===== src/rtl/sram_ctrl_pkg.sv =====
package sram_ctrl_pkg;

    typedef enum logic [2:0] {
        ST_IDLE     = 3'd0,
        ST_RD_ACC   = 3'd1,
        ST_RD_TURN  = 3'd2,
        ST_WR_SETUP = 3'd3,
        ST_WR_PULSE = 3'd4,
        ST_WR_HOLD  = 3'd5
    } sram_state_e;

    typedef struct packed {
        logic ce1_n;
        logic ce2;
        logic we_n;
        logic oe_n;
        logic drv;
    } pin_ctl_t;

    localparam pin_ctl_t PINS_STANDBY = '{ce1_n: 1'b1, ce2: 1'b0, we_n: 1'b1, oe_n: 1'b1, drv: 1'b0};

endpackage


===== src/rtl/sram_wait_timer.sv =====
module sram_wait_timer #(
    parameter int CNT_W = 2
) (
    input  logic             clk,
    input  logic             rst_n,
    input  logic             load,
    input  logic [CNT_W-1:0] load_val,
    input  logic             dec,
    output logic             zero
);
    logic [CNT_W-1:0] cnt_q;

    always_ff @(posedge clk or negedge rst_n) begin
        if (!rst_n) begin
            cnt_q <= '0;
        end else if (load) begin
            cnt_q <= load_val;
        end else if (dec && (cnt_q != '0)) begin
            cnt_q <= cnt_q - 1'b1;
        end
    end

    assign zero = (cnt_q == '0);
endmodule


===== src/rtl/sram_seq.sv =====
module sram_seq
    import sram_ctrl_pkg::*;
#(
    parameter int RD_WAIT   = 3,
    parameter int WR_WAIT   = 3,
    parameter int TURN_WAIT = 1,
    parameter int CNT_W     = 2
) (
    input  logic             clk,
    input  logic             rst_n,
    input  logic             req_valid,
    input  logic             req_write,
    input  logic             tmr_zero,
    output logic             tmr_load,
    output logic [CNT_W-1:0] tmr_val,
    output logic             tmr_dec,
    output logic             accept,
    output logic             capture,
    output logic             idle,
    output pin_ctl_t         pins
);
    localparam logic [CNT_W-1:0] RD_LOAD   = CNT_W'(RD_WAIT - 1);
    localparam logic [CNT_W-1:0] WR_LOAD   = CNT_W'(WR_WAIT - 1);
    localparam logic [CNT_W-1:0] TURN_LOAD = CNT_W'(TURN_WAIT - 1);

    sram_state_e state_q, state_d;

    always_ff @(posedge clk or negedge rst_n) begin
        if (!rst_n) begin
            state_q <= ST_IDLE;
        end else begin
            state_q <= state_d;
        end
    end

    always_comb begin
        state_d  = state_q;
        tmr_load = 1'b0;
        tmr_val  = '0;
        tmr_dec  = 1'b0;
        accept   = 1'b0;
        capture  = 1'b0;
        unique case (state_q)
            ST_IDLE: begin
                if (req_valid) begin
                    accept = 1'b1;
                    if (req_write) begin
                        state_d = ST_WR_SETUP;
                    end else begin
                        state_d  = ST_RD_ACC;
                        tmr_load = 1'b1;
                        tmr_val  = RD_LOAD;
                    end
                end
            end
            ST_RD_ACC: begin
                if (tmr_zero) begin
                    capture  = 1'b1;
                    state_d  = ST_RD_TURN;
                    tmr_load = 1'b1;
                    tmr_val  = TURN_LOAD;
                end else begin
                    tmr_dec = 1'b1;
                end
            end
            ST_RD_TURN: begin
                if (tmr_zero) begin
                    state_d = ST_IDLE;
                end else begin
                    tmr_dec = 1'b1;
                end
            end
            ST_WR_SETUP: begin
                state_d  = ST_WR_PULSE;
                tmr_load = 1'b1;
                tmr_val  = WR_LOAD;
            end
            ST_WR_PULSE: begin
                if (tmr_zero) begin
                    state_d = ST_WR_HOLD;
                end else begin
                    tmr_dec = 1'b1;
                end
            end
            ST_WR_HOLD: begin
                state_d = ST_IDLE;
            end
            default: begin
                state_d = ST_IDLE;
            end
        endcase
    end

    always_comb begin
        pins = PINS_STANDBY;
        idle = 1'b0;
        unique case (state_q)
            ST_IDLE: begin
                idle = 1'b1;
            end
            ST_RD_ACC: begin
                pins.ce1_n = 1'b0;
                pins.ce2   = 1'b1;
                pins.oe_n  = 1'b0;
            end
            ST_RD_TURN: begin
                pins = PINS_STANDBY;
            end
            ST_WR_SETUP, ST_WR_HOLD: begin
                pins.ce1_n = 1'b0;
                pins.ce2   = 1'b1;
                pins.drv   = 1'b1;
            end
            ST_WR_PULSE: begin
                pins.ce1_n = 1'b0;
                pins.ce2   = 1'b1;
                pins.we_n  = 1'b0;
                pins.drv   = 1'b1;
            end
            default: begin
                pins = PINS_STANDBY;
            end
        endcase
    end
endmodule


===== src/rtl/sram_datapath.sv =====
module sram_datapath #(
    parameter int ADDR_W = 17,
    parameter int DATA_W = 8
) (
    input  logic              clk,
    input  logic              rst_n,
    input  logic              accept,
    input  logic              capture,
    input  logic [ADDR_W-1:0] req_addr,
    input  logic [DATA_W-1:0] req_wdata,
    input  logic [DATA_W-1:0] mem_dq_i,
    output logic [ADDR_W-1:0] mem_addr,
    output logic [DATA_W-1:0] mem_dq_o,
    output logic [DATA_W-1:0] rd_data,
    output logic              rd_valid
);
    logic [ADDR_W-1:0] addr_q;
    logic [DATA_W-1:0] wdata_q;
    logic [DATA_W-1:0] rdata_q;
    logic              rvalid_q;

    always_ff @(posedge clk or negedge rst_n) begin
        if (!rst_n) begin
            addr_q  <= '0;
            wdata_q <= '0;
        end else if (accept) begin
            addr_q  <= req_addr;
            wdata_q <= req_wdata;
        end
    end

    always_ff @(posedge clk or negedge rst_n) begin
        if (!rst_n) begin
            rdata_q  <= '0;
            rvalid_q <= 1'b0;
        end else begin
            rvalid_q <= capture;
            if (capture) begin
                rdata_q <= mem_dq_i;
            end
        end
    end

    assign mem_addr = addr_q;
    assign mem_dq_o = wdata_q;
    assign rd_data  = rdata_q;
    assign rd_valid = rvalid_q;
endmodule


===== src/rtl/sram_ctrl.sv =====
module sram_ctrl
    import sram_ctrl_pkg::*;
#(
    parameter int ADDR_W    = 17,
    parameter int DATA_W    = 8,
    parameter int RD_WAIT   = 3,
    parameter int WR_WAIT   = 3,
    parameter int TURN_WAIT = 1
) (
    input  logic              clk,
    input  logic              rst_n,
    input  logic              req_valid,
    input  logic              req_write,
    input  logic [ADDR_W-1:0] req_addr,
    input  logic [DATA_W-1:0] req_wdata,
    output logic              ready,
    output logic              rd_valid,
    output logic [DATA_W-1:0] rd_data,
    output logic [ADDR_W-1:0] mem_addr,
    output logic              mem_ce1_n,
    output logic              mem_ce2,
    output logic              mem_we_n,
    output logic              mem_oe_n,
    output logic [DATA_W-1:0] mem_dq_o,
    output logic              mem_dq_oe,
    input  logic [DATA_W-1:0] mem_dq_i
);
    localparam int MAX_WAIT = (RD_WAIT > WR_WAIT)
                              ? ((RD_WAIT > TURN_WAIT) ? RD_WAIT : TURN_WAIT)
                              : ((WR_WAIT > TURN_WAIT) ? WR_WAIT : TURN_WAIT);
    localparam int CNT_W = (MAX_WAIT < 2) ? 1 : $clog2(MAX_WAIT);

    logic             tmr_load;
    logic             tmr_dec;
    logic             tmr_zero;
    logic [CNT_W-1:0] tmr_val;
    logic             accept;
    logic             capture;
    logic             idle;
    pin_ctl_t         pins;

    sram_wait_timer #(.CNT_W(CNT_W)) u_timer (
        .clk      (clk),
        .rst_n    (rst_n),
        .load     (tmr_load),
        .load_val (tmr_val),
        .dec      (tmr_dec),
        .zero     (tmr_zero)
    );

    sram_seq #(
        .RD_WAIT   (RD_WAIT),
        .WR_WAIT   (WR_WAIT),
        .TURN_WAIT (TURN_WAIT),
        .CNT_W     (CNT_W)
    ) u_seq (
        .clk       (clk),
        .rst_n     (rst_n),
        .req_valid (req_valid),
        .req_write (req_write),
        .tmr_zero  (tmr_zero),
        .tmr_load  (tmr_load),
        .tmr_val   (tmr_val),
        .tmr_dec   (tmr_dec),
        .accept    (accept),
        .capture   (capture),
        .idle      (idle),
        .pins      (pins)
    );

    sram_datapath #(.ADDR_W(ADDR_W), .DATA_W(DATA_W)) u_dp (
        .clk       (clk),
        .rst_n     (rst_n),
        .accept    (accept),
        .capture   (capture),
        .req_addr  (req_addr),
        .req_wdata (req_wdata),
        .mem_dq_i  (mem_dq_i),
        .mem_addr  (mem_addr),
        .mem_dq_o  (mem_dq_o),
        .rd_data   (rd_data),
        .rd_valid  (rd_valid)
    );

    assign ready     = idle;
    assign mem_ce1_n = pins.ce1_n;
    assign mem_ce2   = pins.ce2;
    assign mem_we_n  = pins.we_n;
    assign mem_oe_n  = pins.oe_n;
    assign mem_dq_oe = pins.drv;
endmodule


===== config.mk =====
export PLATFORM = sky130hd
export DESIGN_NAME = sram_ctrl
export DESIGN_NICKNAME = d
export VERILOG_FILES = /design/src/rtl/sram_ctrl_pkg.sv /design/src/rtl/sram_wait_timer.sv /design/src/rtl/sram_seq.sv /design/src/rtl/sram_datapath.sv /design/src/rtl/sram_ctrl.sv
export SDC_FILE = /design/constraint.sdc
export NUM_CORES = 1
export LEC_CHECK = 0
export BUFFER_PORTS_ARGS = -buffer_cell sky130_fd_sc_hd__buf_2
export CELL_PAD_IN_SITES_DETAIL_PLACEMENT = 1
export CELL_PAD_IN_SITES_GLOBAL_PLACEMENT = 1
export CORE_UTILIZATION = 39
export CTS_BUF_LIST = sky130_fd_sc_hd__clkbuf_16
export CTS_CLUSTER_SIZE = 8
export DETAILED_ROUTE_END_ITERATION = 8
export GPL_TIMING_DRIVEN = 0
export PLACE_DENSITY_LB_ADDON = 0.12
export SKIP_LAST_GASP = 1
export SLEW_MARGIN = 20
export SYNTH_ARGS = -nofsm -noshare
export SYNTH_HDL_FRONTEND = slang
export SYNTH_SLANG_ARGS = --single-unit

===== constraint.sdc =====
create_clock -name clk -period 5.4 [get_ports clk]
set_clock_uncertainty 0.1 [all_clocks]
set_input_delay 0.27 -clock clk [delete_from_list [all_inputs] [get_ports clk]]
set_output_delay 0.27 -clock clk [all_outputs]
set_load 0.02 [all_outputs]

==> flow_summary.toml <==
[worst_setup_path]
end_kind = "register"
ff2ff_path_depth = 6
required_ns = 5.46
startpoint_type = "register"
r2r-end = "u_dp.rd_data[2]$_DFFE_PN0P_"
cp_max_fo = 10
r2r_setup_slack_ns = 3.47
path_class = "reg2reg"
cp.arrival_ns = 1.99
r2r_start = "u_timer.cnt_q[0]$_DFFE_PN0P_"

[grt]
grt_pass1_vias = 1326
globalRouteOverflowTotal = 0
grt_first_pass_wirelength_um = 6510
grt_max_degree = 40
antenna_found_initial = 0
grt_usage_pct = 17.2

[timing]
finalHoldViolCount = 0
setup_tns_ns = 0
hold_slack_ns = 0.00605
slew_viol_final = 0
fin_crit_sh_pct = 35.8
grt_setup_unrepaired = "no"
finalSetupViolations = 0
slew_headroom_pct = 43.7
fin_ws_ns = 3.47
min_period_ns = 1.93
max_freq_mhz = 518
worst_slew_pin_slew_ns = 0.844

[power]
power_leakage_nw = 1.19
power_frac_seq_pct = 32.2
irDropWorstVdd_mv = 0.252
intPower_w = 0.000993
power_switching_w = 0.000612
pwr-share-clk_pct = 16.6
p_sw_share_pct = 38.1
power_density_nw_per_um2 = 681
comb_power_share_pct = 51.2

[floorplanning]
pin_count = 77
rows = 24
die_y_um = 69.5
fp.dieArea_um2 = 4820
core_area_um2 = 4350
dieWidth_um = 69.5
initial_core_util_pct = 40.7

[synth]
synth_top_family_by_area = "multiplexers"
ys_types = 33
synth.most_common_cell = "dfrtp_1"
synthFlopType = "dfrtp_1"
synth_simple_gate_area_share_pct = 6.21
ys_ff_latch = 39
yosysSeqAreaShare_pct = 55.0
synthMuxAreaShare_pct = 25.8
synth_top_area_share_pct = 55.0
netlist_instances = 121
syn_nets = 159
avgSynthCellArea_um2 = 14.7
synthAdderAreaFrac_pct = 0.705
synth_top_cell_by_area = "dfrtp_1"
synth-async-reset-ratio_pct = 100
synth_xor_area_share_pct = 0.494
synth_edf_count = 0
syn-cell-area_um2 = 1770
synth_area_leaders = "dfrtp_1, mux2_4, mux2_2, buf_12, o21a_1"
synth_warnings = 0
synth_compound_area_share_pct = 5.92
yosys-top-cells-count = "dfrtp_1, mux2_4, mux2_2, inv_1, o21a_1"

[cts]
cts_hold_buffers = 0
cts_resized = 0
htree_levels = 2
cts_max_path_buffers = 2
numCtsBuffers = 5
clockRootBuffer = "clkbuf_16"
cts_sinks = 39
clk_latency_ns = 0.27
cts.clk_slew.worst_paths_ns = 0.05
cts_tree = "done"
post_cts_buffers = 0

[detailed_routing]
routed.top_layer = "met4"
met2WireLength_um = 1860
avgViaCountPerCell = 4.95
met1_length_um = 1660
drcViolationCount = 0
vias = 1272
routed_wl_um = 3770
drt_pass1_iterations = 2
dr_wl_met3_um = 206
wl_per_cell_um = 14.7
drt_iter0_drc = 49
ant_nets = 0

[cells_and_area]
nFillCells = 467
num_antenna_cells = 0
nNetsFinal = 242
seqCellArea_um2 = 976
multi_input_area_um2 = 694
drive_gt1_share_pct = 61.0
syn_to_final_growth_pct = 32.9

[place]
port_buffers = 76
place_ws_ns = 3.46
dp_hpwl_um = 2790
gp_congestion = 0.816

[min_path]
hp-class = "in2async"

[outcome]
outcome = "completed"

[job]
drv_cap = 0
metal layers:
layer  up-vias  global-route usage [%]
li1        593                       -
met3         5                    4.80
met1       631                    22.3
met5         -                       0
met4         0                    5.44
met2        43                    27.7
worst max path at each step:
stage                                       from                           end  slack, ns  cells after the start
floorplan           u_seq.state_q[1]$_DFFE_PN0P_  u_dp.mem_addr[0]$_DFFE_PN0P_       3.62                      6
global placement    u_timer.cnt_q[0]$_DFFE_PN0P_   u_dp.rd_data[4]$_DFFE_PN0P_       3.51                      6
detailed placement  u_timer.cnt_q[0]$_DFFE_PN0P_   u_dp.rd_data[5]$_DFFE_PN0P_       3.46                      6
CTS                 u_timer.cnt_q[0]$_DFFE_PN0P_   u_dp.rd_data[5]$_DFFE_PN0P_       3.45                      6
global route        u_timer.cnt_q[0]$_DFFE_PN0P_   u_dp.rd_data[3]$_DFFE_PN0P_       3.31                      6
finish              u_timer.cnt_q[0]$_DFFE_PN0P_   u_dp.rd_data[2]$_DFFE_PN0P_       3.47                      6
power groups by stage:
stage                     sequential (W)  clock [W]  combinational, W
after CTS                       0.000517   0.000278          0.000832
after global placement          0.000510          0          0.000809
after detailed placement        0.000521          0          0.000829
final                           0.000517   0.000267          0.000821
after floorplan                 0.000675          0          0.000428
after global routing            0.000536   0.000291          0.000882
critical path, stage by stage, from the launching register on:
cell and delay [ns]:
dfrtp_1 0.39, inv_1 0.11, ha_1 0.15, buf_2 0.20, nor4bb_1 0.29, buf_4 0.23, mux2_2 0.35
placed cells by master, fill, tap and decap left out, drive strengths merged:
master / n
clkbuf: 6
clkinv: 1
nor4b: 1
mux2: 34
nor3: 2
a2111oi: 1
nor2: 2
buf: 84
or3: 1
a211oi: 1
and2: 2
o21a: 4
nand2: 3
nand2b: 1
inv: 7
dfrtp: 39
nor4bb: 1
o21ai: 2
a31oi: 1
nor3b: 2
o32ai: 1
nor4: 1
o211a: 1
xnor2: 1
ha: 1
nor2b: 1
o31ai: 2
a221oi: 1
nand3: 1
through the flow:
stage	util, %	instance area [um^2]	power, W	std cells
6_report	54.1	2360	0.00161	257
5_1_grt	54.1	2360	0.00171	257
4_1_cts	54.1	2360	0.00163	257
3_5_place_dp	51.0	2220	0.00135	249
3_3_place_gp	51.0	2220	0.00132	249
2_1_floorplan	-	1770	0.00110	121
cell type report:
type / count / area share [%]
Sequential cell: 39 / 41.4
Multi-Input combinational cell: 68 / 29.5
Timing Repair Buffer: 76 / 16.1
Clock buffer: 5 / 5.31
Buffer: 9 / 3.61
Tap cell: 52 / 2.76
Inverter: 5 / 0.796
Clock inverter: 3 / 0.531
state kept, by name, summed over array words and instances (netlist names):
register / count
u_seq.state_q: 3
u_timer.cnt_q: 2
u_dp.rd_valid: 1
u_dp.mem_dq_o: 8
u_dp.mem_addr: 17
u_dp.rd_data: 8
cell families after synthesis:
group | after synthesis
muxes | 34
xor gates and xnor gates | 1
AOI/OAI and AO/OA | 14
and+or+nand+nor | 18
DFF | 39
buffers and inverters | 14
adders and majority gates | 1
Note: power is estimated with default switching activity, not from simulation.
